<file path="src/rtl/prbs_det_pkg.sv">
// Package: shared constants and helpers for the PRBS error detector.
// Assumes Fibonacci-form generators that shift toward the high bit index.
package prbs_det_pkg;

    // Default reference length and tap positions for x^15 + x^14 + 1
    localparam int PRBS_LEN   = 15;
    localparam int PRBS_TAP_A = 14;
    localparam int PRBS_TAP_B = 13;

    // Default sync-loss window and threshold
    localparam int SYNC_WINDOW = 1024;
    localparam int SYNC_LIMIT  = 256;

    // Width that can hold values 0..max
    function automatic int cnt_width(input int max_val);
        return (max_val < 2) ? 1 : $clog2(max_val + 1);
    endfunction

endpackage

</file>
<file path="src/rtl/prbs_ref_gen.sv">
// Module: prbs_ref_gen
// Holds the reference pseudorandom register. While unlocked it loads the
// received bits; while locked it runs on its own two-tap feedback and
// compares each received bit to the generated one.
// Assumes: lock_in and rx_data are stable around the rising clock edge.
module prbs_ref_gen #(
    parameter int LEN   = prbs_det_pkg::PRBS_LEN,
    parameter int TAP_A = prbs_det_pkg::PRBS_TAP_A,
    parameter int TAP_B = prbs_det_pkg::PRBS_TAP_B
) (
    input  logic clk,
    input  logic rst_n,
    input  logic lock_in,
    input  logic rx_data,
    output logic mismatch,
    output logic err_flag
);

    logic [LEN-1:0] sr_q;
    logic           gen_bit;
    logic           shift_in;

    // Feedback bit predicted from the current register contents
    assign gen_bit  = sr_q[TAP_A] ^ sr_q[TAP_B];

    // Lock-controlled multiplexer: seed from line or free-run
    assign shift_in = lock_in ? gen_bit : rx_data;

    // Comparison is only meaningful while locked
    assign mismatch = lock_in & (rx_data ^ gen_bit);

    // Shift the reference register and capture the error flag
    always_ff @(posedge clk) begin
        if (!rst_n) begin
            sr_q     <= '0;
            err_flag <= 1'b0;
        end else begin
            sr_q     <= {sr_q[LEN-2:0], shift_in};
            err_flag <= mismatch;
        end
    end

    AST_UNLOCKED_LOADS_LINE: assert property (@(posedge clk) disable iff (!rst_n)
        !lock_in |=> (sr_q[0] == $past(rx_data)));

    AST_UNLOCKED_NO_ERROR: assert property (@(posedge clk) disable iff (!rst_n)
        !lock_in |=> !err_flag);

endmodule

</file>
<file path="src/rtl/sync_window_mon.sv">
// Module: sync_window_mon
// Counts errors over fixed windows of locked bit times. Raises a sticky
// flag when a window collects more than LIMIT errors. Loss of lock clears
// both the flag and the window.
// Assumes: err_hit is already gated by lock.
module sync_window_mon #(
    parameter int WIN   = prbs_det_pkg::SYNC_WINDOW,
    parameter int LIMIT = prbs_det_pkg::SYNC_LIMIT
) (
    input  logic clk,
    input  logic rst_n,
    input  logic lock_in,
    input  logic err_hit,
    output logic sync_lost
);

    localparam int CW = prbs_det_pkg::cnt_width(WIN);

    logic [CW-1:0] bit_cnt_q;
    logic [CW-1:0] err_cnt_q;
    logic [CW-1:0] err_next;
    logic          win_last;

    // Error total including the current bit time
    assign err_next = err_cnt_q + CW'(err_hit);
    assign win_last = (bit_cnt_q == CW'(WIN - 1));

    // Window and error counters, restarted on loss of lock or window end
    always_ff @(posedge clk) begin
        if (!rst_n || !lock_in) begin
            bit_cnt_q <= '0;
            err_cnt_q <= '0;
        end else if (win_last) begin
            bit_cnt_q <= '0;
            err_cnt_q <= '0;
        end else begin
            bit_cnt_q <= bit_cnt_q + 1'b1;
            err_cnt_q <= err_next;
        end
    end

    // Sticky sync-lost flag, cleared only while unlocked
    always_ff @(posedge clk) begin
        if (!rst_n || !lock_in) begin
            sync_lost <= 1'b0;
        end else if (err_next > CW'(LIMIT)) begin
            sync_lost <= 1'b1;
        end
    end

    AST_ERRORS_WITHIN_BITS: assert property (@(posedge clk) disable iff (!rst_n)
        err_cnt_q <= bit_cnt_q);

    AST_SYNC_RISES_ON_ERROR: assert property (@(posedge clk) disable iff (!rst_n)
        $rose(sync_lost) |-> $past(err_hit));

    AST_SYNC_STICKY: assert property (@(posedge clk) disable iff (!rst_n)
        (sync_lost && lock_in) |=> sync_lost);

endmodule

</file>
<file path="src/rtl/rz_shaper.sv">
// Module: rz_shaper
// Turns a registered level into a return-to-zero pulse by ANDing it with
// the high clock phase. The pulse width is half the clock period.
// Assumes: a 50 % duty clock and a level that changes only on rising edges.
module rz_shaper (
    input  logic clk,
    input  logic level,
    output logic pulse
);

    // Gate the level with the clock so the pulse returns to zero each period
    assign pulse = level & clk;

endmodule

</file>
<file path="src/rtl/prbs_err_detector.sv">
// Module: prbs_err_detector (top)
// Self-synchronizing PRBS error detector: reference generator, windowed
// sync monitor and return-to-zero shaping of the error and bit pulses.
// Assumes: the transmitter uses the same polynomial, and the data clock
// has a 50 % duty cycle.
module prbs_err_detector #(
    parameter int LEN   = prbs_det_pkg::PRBS_LEN,
    parameter int TAP_A = prbs_det_pkg::PRBS_TAP_A,
    parameter int TAP_B = prbs_det_pkg::PRBS_TAP_B,
    parameter int WIN   = prbs_det_pkg::SYNC_WINDOW,
    parameter int LIMIT = prbs_det_pkg::SYNC_LIMIT
) (
    input  logic clk,
    input  logic rst_n,
    input  logic rx_bit,
    input  logic lock_in,
    output logic err_pulse,
    output logic bit_pulse,
    output logic sync_lost
);

    logic mismatch;
    logic err_flag;
    logic bit_flag;

    prbs_ref_gen #(
        .LEN   (LEN),
        .TAP_A (TAP_A),
        .TAP_B (TAP_B)
    ) u_ref (
        .clk      (clk),
        .rst_n    (rst_n),
        .lock_in  (lock_in),
        .rx_data  (rx_bit),
        .mismatch (mismatch),
        .err_flag (err_flag)
    );

    sync_window_mon #(
        .WIN   (WIN),
        .LIMIT (LIMIT)
    ) u_mon (
        .clk       (clk),
        .rst_n     (rst_n),
        .lock_in   (lock_in),
        .err_hit   (mismatch),
        .sync_lost (sync_lost)
    );

    // Mark each locked bit time for the bit-count pulse
    always_ff @(posedge clk) begin
        if (!rst_n) begin
            bit_flag <= 1'b0;
        end else begin
            bit_flag <= lock_in;
        end
    end

    rz_shaper u_err_rz (
        .clk   (clk),
        .level (err_flag),
        .pulse (err_pulse)
    );

    rz_shaper u_bit_rz (
        .clk   (clk),
        .level (bit_flag),
        .pulse (bit_pulse)
    );

    AST_BIT_MARKS_LOCK: assert property (@(posedge clk) disable iff (!rst_n)
        lock_in |=> bit_flag);

    AST_BIT_QUIET_UNLOCKED: assert property (@(posedge clk) disable iff (!rst_n)
        !lock_in |=> !bit_flag);

    AST_SYNC_CLEARS_UNLOCKED: assert property (@(posedge clk) disable iff (!rst_n)
        !lock_in |=> !sync_lost);

endmodule

</file>
<file path="config.mk">
export PLATFORM = sky130hd
export DESIGN_NAME = prbs_err_detector
export DESIGN_NICKNAME = d
export VERILOG_FILES = /design/src/rtl/prbs_det_pkg.sv /design/src/rtl/prbs_ref_gen.sv /design/src/rtl/sync_window_mon.sv /design/src/rtl/rz_shaper.sv /design/src/rtl/prbs_err_detector.sv
export SDC_FILE = /design/constraint.sdc
export NUM_CORES = 1
export LEC_CHECK = 0
export BUFFER_PORTS_ARGS = -buffer_cell sky130_fd_sc_hd__buf_4
export CAP_MARGIN = 20
export CELL_PAD_IN_SITES_DETAIL_PLACEMENT = 0
export CELL_PAD_IN_SITES_GLOBAL_PLACEMENT = 1
export CORE_MARGIN = 3
export CORE_UTILIZATION = 46
export DETAILED_ROUTE_END_ITERATION = 16
export HOLD_SLACK_MARGIN = 0.15
export PLACE_DENSITY = 0.81
export SYNTH_ARGS = -nofsm -noshare
export SYNTH_HDL_FRONTEND = slang
export SYNTH_SLANG_ARGS = --single-unit
</file>
<file path="constraint.sdc">
create_clock -name clk -period 2.52 [get_ports clk]
set_input_delay 0 -clock clk [delete_from_list [all_inputs] [get_ports clk]]
set_output_delay 0 -clock clk [all_outputs]
set_load 0.05 [all_outputs]
</file>
==> flow_summary.json, run 1 <==
{
  "powerDensity_mw_per_mm2": 720,
  "crit_arrival_ns": 2.66,
  "drc": 0,
  "worst-path-max-fanout": 6,
  "netlist_top_cells_area": "dfxtp_1, and2_1, xor2_1",
  "first_iter_violations": 80,
  "synth_nets": 165,
  "final_max_slew_viol_count": 0,
  "wl_per_cell_um": 11.1,
  "synth_top_area_share_pct": 52.5,
  "initial_core_util_pct": 49.1,
  "yosysMostFrequentCell": "dfxtp_1",
  "yosys.area.top_type": "dfxtp_1",
  "antenna_left": 0,
  "cts_resized": 0,
  "die_x_um": 63.6,
  "first_pass_iters": 4,
  "dp_hpwl_um": 1530,
  "outcome": "finished, final reports clean",
  "required_ns": 2.87,
  "clkTransAtPathRegs_ns": 0.11,
  "grt_max_degree": 21,
  "grt_pass1_vias": 1096,
  "grt_pass1_wl_um": 4550,
  "async_reset_ff_share_pct": 0,
  "ys_seq_elements": 40,
  "cap_violations": 0,
  "hold_path.class": "primary input to flip-flop",
  "syn_to_final_growth_pct": 15.7,
  "routed_wl_um": 2440,
  "die_h_um": 63.6,
  "syn_area_mm2": 0.00152,
  "critPathCaptureType": "flip-flop",
  "tns_ns": 0,
  "setup_viol": 0,
  "hold_depth": 3,
  "crit_type": "flip-flop to flip-flop",
  "fmax_ghz": 0.433,
  "clkLatencyLatePin_ns": 0.45,
  "vias": 1046,
  "vias_per_cell": 4.75,
  "design.die.area_mm2": 0.00404,
  "post-route-util_pct": 56.8,
  "report.final.hold_viol_count": 0,
  "hold_end": "u_ref.sr_q[2]",
  "path_delay_family": "simple AND/OR/NAND/NOR gates",
  "port_buffers": 6,
  "crit_cells": 10,
  "worstSetupStartpointType": "flip-flop",
  "rsz0062_at_grt": "no",
  "synth-seq-area-share_pct": 52.5,
  "p_leak_nw": 0.712,
  "synth_ff_type": "dfxtp_1",
  "rrSetupSlack_ns": 0.21,
  "ys_types": 29,
  "ioPinCount": 7,
  "grt_usage_pct": 15.0,
  "synth_edf_count": 0,
  "overflow": 0,
  "postSynthAreaPerCell_um2": 9.65,
  "syn_inst": 158,
  "nets": 182,
  "gp_congestion": 0.866,
  "final.setup_skew_ns": 0.00447,
  "cp_num_buf_inv": 0,
  "drive_gt1_share_pct": 11.4,
  "antenna_found_initial": 0,
  "r2r_end": "u_mon.sync_lost",
  "n_antenna_cell": 0,
  "ir_drop_uv": 328,
  "synth_commonest_cells": "dfxtp_1, nor2_1, and2_1, nand3_1, xor2_1",
  "max_stage_delay_ns": 0.41,
  "relSlewSlack_pct": 76.4,
  "core_area_mm2": 0.00310,
  "path_cells": "xor2_1 -> xor2_1 -> and2_1 -> ha_1 -> ha_1 -> or4_1 -> o21ai_1 -> o22ai_1 -> o41ai_2 -> a21oi_1",
  "period_needed_ns": 2.31,
  "yosys_warnings": 0,
  "crit_path_top_delay_cell": "or4_1",
  "min_from": "rst_n",
  "tightestPinTransition_ns": 0.351,
  "cts_tree": "yes",
  "r2r_cells": 10,
  "timing.final.crit_share_pct": 91.7,
  "rows": 20,
  "r2r_start": "u_ref.sr_q[13]"
}
==> cell usage in the layout (no fill, tap or decap), types with 2 or more instances in the layout <==
cell           Yosys  routed
xnor2_1            8       8
nor2_1            25      25
buf_4              1       7
nor3_1             2       2
nand3_1           14      14
a21oi_1            3       3
ha_1               3       3
and3_1             3       3
and2_1            17      17
nor2b_1            3       3
xor2_1            12      12
inv_1              4       4
o21ai_1            2       2
dlygate4sd3_1      0       5
nand2_1            5       5
clkbuf_8           0       2
dfxtp_1           40      40
clkbuf_4           0       9
==> metal layers <==
| metal | vias to the layer above | wire length, µm | share of wire, % | track usage (%) |
|---|---|---|---|---|
| met2 | 16 | 1120 | 46 | 22.0 |
| met1 | 480 | 1190 | 49 | 17.1 |
| met3 | 5 | 107 | 4.4 | 6.95 |
| met4 | 0 | 28 | 1.1 | 10.8 |
| met5 | - | 0 | 0 | 0 |
| li1 | 545 | - | - | - |
==> power by group <==
| group | total [mW] | internal (mW) | switching, mW |
|---|---|---|---|
| clock | 0.600 | 0.346 | 0.254 |
| combinational | 0.0301 | 0.0142 | 0.0159 |
| sequential | 0.639 | 0.637 | 0.00213 |
==> state kept, by name, indices dropped and copies added, names as in the netlist <==
register,flops
bit_flag,1
u_mon.bit_cnt_q,11
u_mon.sync_lost,1
u_mon.err_cnt_q,11
u_ref.err_flag,1
u_ref.sr_q,15
==> layout make-up <==
| class | count | area, µm² |
|---|---|---|
| fill | 296 | 1340 |
| clock buffer | 13 | 110 |
| clock inverter | 1 | 30.0 |
| inverter | 4 | 15.0 |
| tap | 44 | 55.1 |
| timing repair buffer | 10 | 87.6 |
| multi-input combinational | 108 | 664 |
| sequential | 40 | 801 |
==> kinds of logic (layout without fill, tap and decap cells) <==
logic type,count (synthesis),in the layout,share of synthesized area (%)
multiplexers,1,1,0.657
AND/OR/NAND/NOR,76,76,25.4
buffers and inverters,10,28,3.86
flip-flops,40,40,52.5
AO/OA/AOI/OAI,8,8,3.61
adder cells (fa/ha/maj),3,3,2.46
XOR/XNOR,20,20,11.5
==> per-stage QoR <==
stage / std cells / power, mW / setup slack, ns / area, µm² / hold slack, ns
6_report: 220 / 1.27 / 0.209 / 1760 / 0.396
5_1_grt: 220 / 1.33 / 0.00450 / 1760 / 0.397
4_1_cts: 220 / 1.29 / 0.242 / 1760 / 0.387
3_5_place_dp: 203 / 0.719 / 0.259 / 1590 / 0.262
3_3_place_gp: 203 / 0.719 / 0.293 / 1590 / 0.269
2_1_floorplan: 158 / 0.699 / 0.363 / 1520 / 0.122
==> how the worst max path moves through the flow <==
stage | start | to | slack (ns)
final | u_ref.sr_q[13] | u_mon.sync_lost | 0.21
after floorplan | u_ref.sr_q[13] | u_mon.sync_lost | 0.36
after global placement | u_ref.sr_q[13] | u_mon.sync_lost | 0.29
after global routing | u_ref.sr_q[13] | u_mon.sync_lost | 0.005
after detailed placement | u_ref.sr_q[13] | u_mon.sync_lost | 0.26
after CTS | u_ref.sr_q[13] | u_mon.sync_lost | 0.24
==> what timing repair did <==
action | 4_1_cts | 5_1_grt
endpoints found under the hold margin | 21 | 0
hold buffers | 5 | 0
buffers inserted | 0 | 0
==> tightest hold or removal path, cell delays in order <==
cell           delay [ns]
dlygate4sd3_1        0.52
buf_4                0.17
and2_1               0.13
No activity file was read; power rests on OpenSTA's default activity.
==> run 2: changes to the inputs <==
- GPL_TIMING_DRIVEN: unset -> 0
- clock period: 2.52 -> 2.2 ns (I/O delays scaled with it)
==> run 2 against run 1 <==
Compared with the run above:
- worst setup slack worse by 0.30 ns
- utilization is 2.9 points higher
- combinational power is 16% higher
- sequential share of layout area is 2.1 points lower
- clock-buffer cell count is 2 lower
- clock power is 44% higher
- non-clock buffer count is 4 higher
- the run now ends with negative setup slack left
- via count is 2.3% higher
- die area stayed put
- highest routed layer unchanged
- global-route usage is 0.39 points lower
==> flow_summary.json, run 2 (synthesis gave the netlist of run 1 again) <==
{
  "outcome": "complete, but fails checks",
  "violations": "negative setup slack",
  "crit_type": "flip-flop to flip-flop",
  "hold_end": "u_ref.sr_q[1]",
  "cts_tree": "yes",
  "n_antenna_cell": 0,
  "post-route-util_pct": 59.7,
  "worst_slack_ns": -0.0943,
  "grt_pass1_wl_um": 4490,
  "fin_area_mm2": 0.00185,
  "die_x_um": 63.6,
  "rsz0062_at_grt": "yes",
  "hold_path.class": "primary input to flip-flop",
  "drc": 0,
  "hold-worst-slack_ns": 0.358,
  "grt_usage_pct": 14.6,
  "setup_viol": 1,
  "fmax_ghz": 0.436,
  "min_from": "rst_n",
  "post-place-ws_ns": -0.172,
  "largest_register_ffs": 15,
  "report.final.hold_viol_count": 0,
  "clkTransAtPathRegs_ns": 0.12,
  "p_leak_nw": 0.738,
  "port_buffers": 6,
  "design.die.area_mm2": 0.00404,
  "r2r_end": "u_mon.sync_lost",
  "n_fill_cell": 304,
  "cp_num_buf_inv": 0,
  "post-cts-setup-buffer-count": 0,
  "vias": 1070,
  "core_area_mm2": 0.00310,
  "nets": 186,
  "required_ns": 2.55,
  "grt-busiest-layer": "met2",
  "routed_wl_um": 2540,
  "hold_depth": 3,
  "die_h_um": 63.6,
  "max_stage_delay_ns": 0.39,
  "clkLatencyLatePin_ns": 0.45,
  "rows": 20,
  "gp_congestion": 0.763,
  "path_delay_family": "compound AO/OA/AOI/OAI gates",
  "final_common_cell": "dfxtp_1",
  "use_met2_pct": 21.1,
  "worstSetupStartpointType": "flip-flop",
  "mostFrequentLayoutCells": "dfxtp_1, nor2_1, and2_1",
  "first_pass_iters": 4,
  "r2r_start": "u_ref.sr_q[13]",
  "rrSetupSlack_ns": -0.09,
  "top_regs": "u_ref.sr_q x15, u_mon.bit_cnt_q x11, u_mon.err_cnt_q x11",
  "overflow": 0,
  "final_max_slew_viol_count": 0,
  "placed_area_mm2": 0.00162,
  "period_needed_ns": 2.29,
  "cap_violations": 0,
  "crit_arrival_ns": 2.64,
  "first_iter_violations": 61,
  "syn_to_final_growth_pct": 21.6,
  "ioPinCount": 7,
  "grt_util_met1_pct": 17.4,
  "r2r_cells": 10,
  "antenna_left": 0,
  "relSlewSlack_pct": 77.4,
  "path_cells": "xor2_2 -> xor2_1 -> and2_1 -> ha_2 -> ha_4 -> or4_1 -> o21ai_1 -> o22ai_2 -> o41ai_2 -> a21oi_1",
  "vias_per_cell": 4.78,
  "final.setup_skew_ns": 0.0100,
  "initial_core_util_pct": 49.1,
  "worst-path-max-fanout": 6,
  "grt_max_degree": 14,
  "grt_pass1_vias": 1084,
  "dp_hpwl_um": 1660,
  "critPathCaptureType": "flip-flop",
  "use_met3_pct": 7.13,
  "wl_per_cell_um": 11.4,
  "regMostFlops": "u_ref.sr_q",
  "antenna_found_initial": 0,
  "powerDensity_mw_per_mm2": 880,
  "drive_gt1_share_pct": 16.7,
  "crit_path_top_delay_cell": "or4_1",
  "tightestPinTransition_ns": 0.336,
  "timing.final.crit_share_pct": 104,
  "ir_drop_uv": 721
}
-- run 2: cell types whose count changed in the layout (fill, tap and decap cells not counted), sizes merged --
cell         previous run  this run
dlygate4sd3             5         4
buf                     7        11
clkbuf                 11        10
bufinv                  1         3
-- run 2: final cells by class --
class / count / area, µm² / area share (%)
buffer: 6 / 43.8 / 2.36
clock buffer: 11 / 82.6 / 4.46
sequential: 40 / 803 / 43.3
clock inverter: 3 / 90.1 / 4.86
multi-input combinational: 108 / 693 / 37.4
inverter: 4 / 15.0 / 0.810
timing repair buffer: 8 / 70.1 / 3.78
tap: 44 / 55.1 / 2.97
-- run 2: worst max-delay path by stage --
stage / startpoint / to / slack, ns / cells after the start
after floorplan: u_ref.sr_q[13] / u_mon.sync_lost / 0.04 / 10
after global placement: u_ref.sr_q[13] / u_mon.sync_lost / -0.16 / 10
after detailed placement: u_ref.sr_q[13] / u_mon.sync_lost / -0.17 / 10
after CTS: u_ref.sr_q[13] / u_mon.sync_lost / -0.12 / 10
after global routing: u_ref.sr_q[13] / u_mon.sync_lost / -0.21 / 10
final: u_ref.sr_q[13] / u_mon.sync_lost / -0.09 / 10
-- run 2: routing by layer --
metal,part of all wire [%],wire [µm],vias up
met5,0,0,-
met4,1.5,37,0
met3,4.4,113,4
met2,44,1130,18
met1,50,1260,496
li1,-,-,552
-- run 2: metrics by stage --
step | total power [mW] | instances | TNS (ns)
3_3_place_gp | 0.824 | 208 | -0.159
3_5_place_dp | 0.825 | 208 | -0.172
6_report | 1.63 | 224 | -0.0943
2_1_floorplan | 0.801 | 158 | 0
4_1_cts | 1.66 | 224 | -0.124
5_1_grt | 1.70 | 224 | -0.205
-- run 2: repair_timing --
| item | CTS | global route |
|---|---|---|
| gates resized for setup | 4 | 3 |
| setup endpoints to repair | 1 | 2 |
| hold buffers | 4 | 0 |
| hold endpoints to repair | 21 | 0 |
-- run 2: worst register-to-register path, stage by stage, from the launching register on --
cell and delay (ns):
dfxtp_2 0.35, xor2_2 0.18, xor2_1 0.15, and2_1 0.17, ha_2 0.20, ha_4 0.18, or4_1 0.39, o21ai_1 0.11
o22ai_2 0.11, o41ai_2 0.25, a21oi_1 0.11
-- run 2: report_power, final --
group / leakage [nW] / internal (mW) / switching [mW] / total (mW)
clock network: 0.100 / 0.562 / 0.300 / 0.862
registers: 0.324 / 0.730 / 0.00291 / 0.733
logic: 0.313 / 0.0162 / 0.0187 / 0.0349
==> run 3: changes to the inputs <==
- CORE_UTILIZATION: 46 -> 41
- PLACE_DENSITY: 0.81 -> 0.74
- SKIP_LAST_GASP: unset -> 1
==> run 3 against run 2 <==
Compared with the run above:
- register-to-register slack improved by 0.07 ns
- critical path depth unchanged
- the run still ends with negative setup slack left
- clock-buffer cell count is 1 higher
==> flow_summary.json, run 3 (synthesis gave the netlist of run 1 again) <==
{
  "hold_path.class": "primary input to flip-flop",
  "violations": "negative setup slack",
  "placed_area_mm2": 0.00163,
  "p_sw_share_pct": 20.7,
  "seq_power_share_pct": 45.2,
  "final_common_cell": "dfxtp_1",
  "vias_per_cell": 4.65,
  "power.net_switching_uw": 336,
  "final.setup_skew_ns": 0.00634,
  "timing.final.crit_share_pct": 101,
  "crit_arrival_ns": 2.50,
  "relSlewSlack_pct": 81.3,
  "port_buffers": 6,
  "vias": 1050,
  "p_clk_share_pct": 52.7,
  "n_antenna_cell": 0,
  "first_pass_iters": 2,
  "antenna_found_initial": 0,
  "fin_area_mm2": 0.00187,
  "cts_tree": "yes",
  "tns_ns": -0.0223,
  "finalPower_mw": 1.62,
  "grt_usage_pct": 13.9,
  "core_area_mm2": 0.00347,
  "gp_congestion": 0.736,
  "dp_hpwl_um": 1640,
  "rows": 21,
  "die_x_um": 67.0,
  "clkTransAtPathRegs_ns": 0.08,
  "grt_pass1_wl_um": 4430,
  "report.final.hold_viol_count": 0,
  "critPathCaptureType": "flip-flop",
  "worst-path-max-fanout": 6,
  "power_frac_comb_pct": 2.1,
  "grt_pass1_vias": 1034,
  "initial_core_util_pct": 43.9,
  "largest_register_ffs": 15,
  "rsz0062_at_grt": "yes",
  "clkLatencyLatePin_ns": 0.40,
  "rrSetupSlack_ns": -0.02,
  "final_max_slew_viol_count": 0,
  "internal_power_mw": 1.28,
  "worst_slack_ns": -0.0223,
  "nets": 186,
  "n_fill_cell": 325,
  "ir_drop_uv": 507,
  "post-cts-setup-buffer-count": 0,
  "tightestPinTransition_ns": 0.279,
  "mostFrequentLayoutCells": "dfxtp_1, nor2_1, and2_1",
  "overflow": 0,
  "instances_no_fill": 226,
  "grt_max_degree": 14,
  "required_ns": 2.48,
  "top_regs": "u_ref.sr_q x15, u_mon.bit_cnt_q x11, u_mon.err_cnt_q x11",
  "dp_cells": 210,
  "outcome": "complete, but fails checks",
  "powerDensity_mw_per_mm2": 865,
  "fmax_ghz": 0.450,
  "routed_wl_um": 2430,
  "post-place-ws_ns": -0.138,
  "crit_type": "flip-flop to flip-flop",
  "p_leak_nw": 0.741,
  "antenna_left": 0,
  "drc": 0,
  "first_iter_violations": 39,
  "ioPinCount": 7,
  "worstSetupStartpointType": "flip-flop",
  "drive_gt1_share_pct": 16.7,
  "setup_viol": 1,
  "regMostFlops": "u_ref.sr_q",
  "period_needed_ns": 2.22,
  "die_h_um": 67.0,
  "cap_violations": 0,
  "wl_per_cell_um": 10.8,
  "syn_to_final_growth_pct": 22.9,
  "design.die.area_mm2": 0.00448
}
-- run 3: what timing repair did --
| item | 4_1_cts | 5_1_grt |
|---|---|---|
| hold buffers | 4 | 0 |
| pin swaps | 1 | 0 |
| gates resized for setup | 5 | 2 |
| hold endpoints to repair | 20 | 0 |
| endpoints found under the setup margin | 1 | 2 |
-- run 3: power groups by stage --
stage | registers, mW | logic (mW) | clock network [mW]
after floorplan | 0.748 | 0.0175 | 0.0351
after global placement | 0.749 | 0.0291 | 0.0467
after detailed placement | 0.749 | 0.0296 | 0.0467
after CTS | 0.732 | 0.0356 | 0.885
after global routing | 0.733 | 0.0400 | 0.922
final | 0.732 | 0.0346 | 0.854
-- run 3: final cells by class --
type                       instances  area (µm²)  share of cell area, %
clock inverter                     2        38.8                   2.07
sequential                        40         803                   42.9
timing repair buffer               8        70.1                   3.74
multi-input combinational        108         692                   36.9
clock buffer                      12         153                   8.15
inverter                           4        15.0                  0.802
buffer                             6        43.8                   2.34
tap                               46        57.6                   3.07
-- run 3: worst max-delay path, cell delays in order, from the launching register on --
cell     delay [ns]
dfxtp_2        0.34
xor2_2         0.18
xor2_1         0.15
and2_1         0.17
ha_2           0.21
ha_4           0.18
or4_1          0.39
o21ai_1        0.09
o22ai_1        0.11
o41ai_2        0.21
a21oi_1        0.10
-- run 3: layer usage --
metal	track usage (%)	wire length, µm	up-vias
met5	0	0	-
met4	9.62	53	0
met3	7.93	101	9
li1	-	-	549
met2	20.5	1130	10
met1	14.9	1140	482
-- run 3: final timing paths --
| path | from | end | cells after the start |
|---|---|---|---|
| hold / removal | rst_n | u_ref.sr_q[1] | 3 |
| setup reg to reg | u_ref.sr_q[14] | u_mon.sync_lost | 10 |
| hold reg to reg | u_ref.sr_q[4] | u_ref.sr_q[5] | 1 |
| setup / recovery | u_ref.sr_q[14] | u_mon.sync_lost | 10 |
-- run 3: metrics by stage --
stage	hold WS [ns]	util, %
floorplan	0.122	-
global placement	0.261	46.9
detailed placement	0.263	46.9
CTS	0.397	53.8
global route	0.417	54.0
finish	0.404	54.0
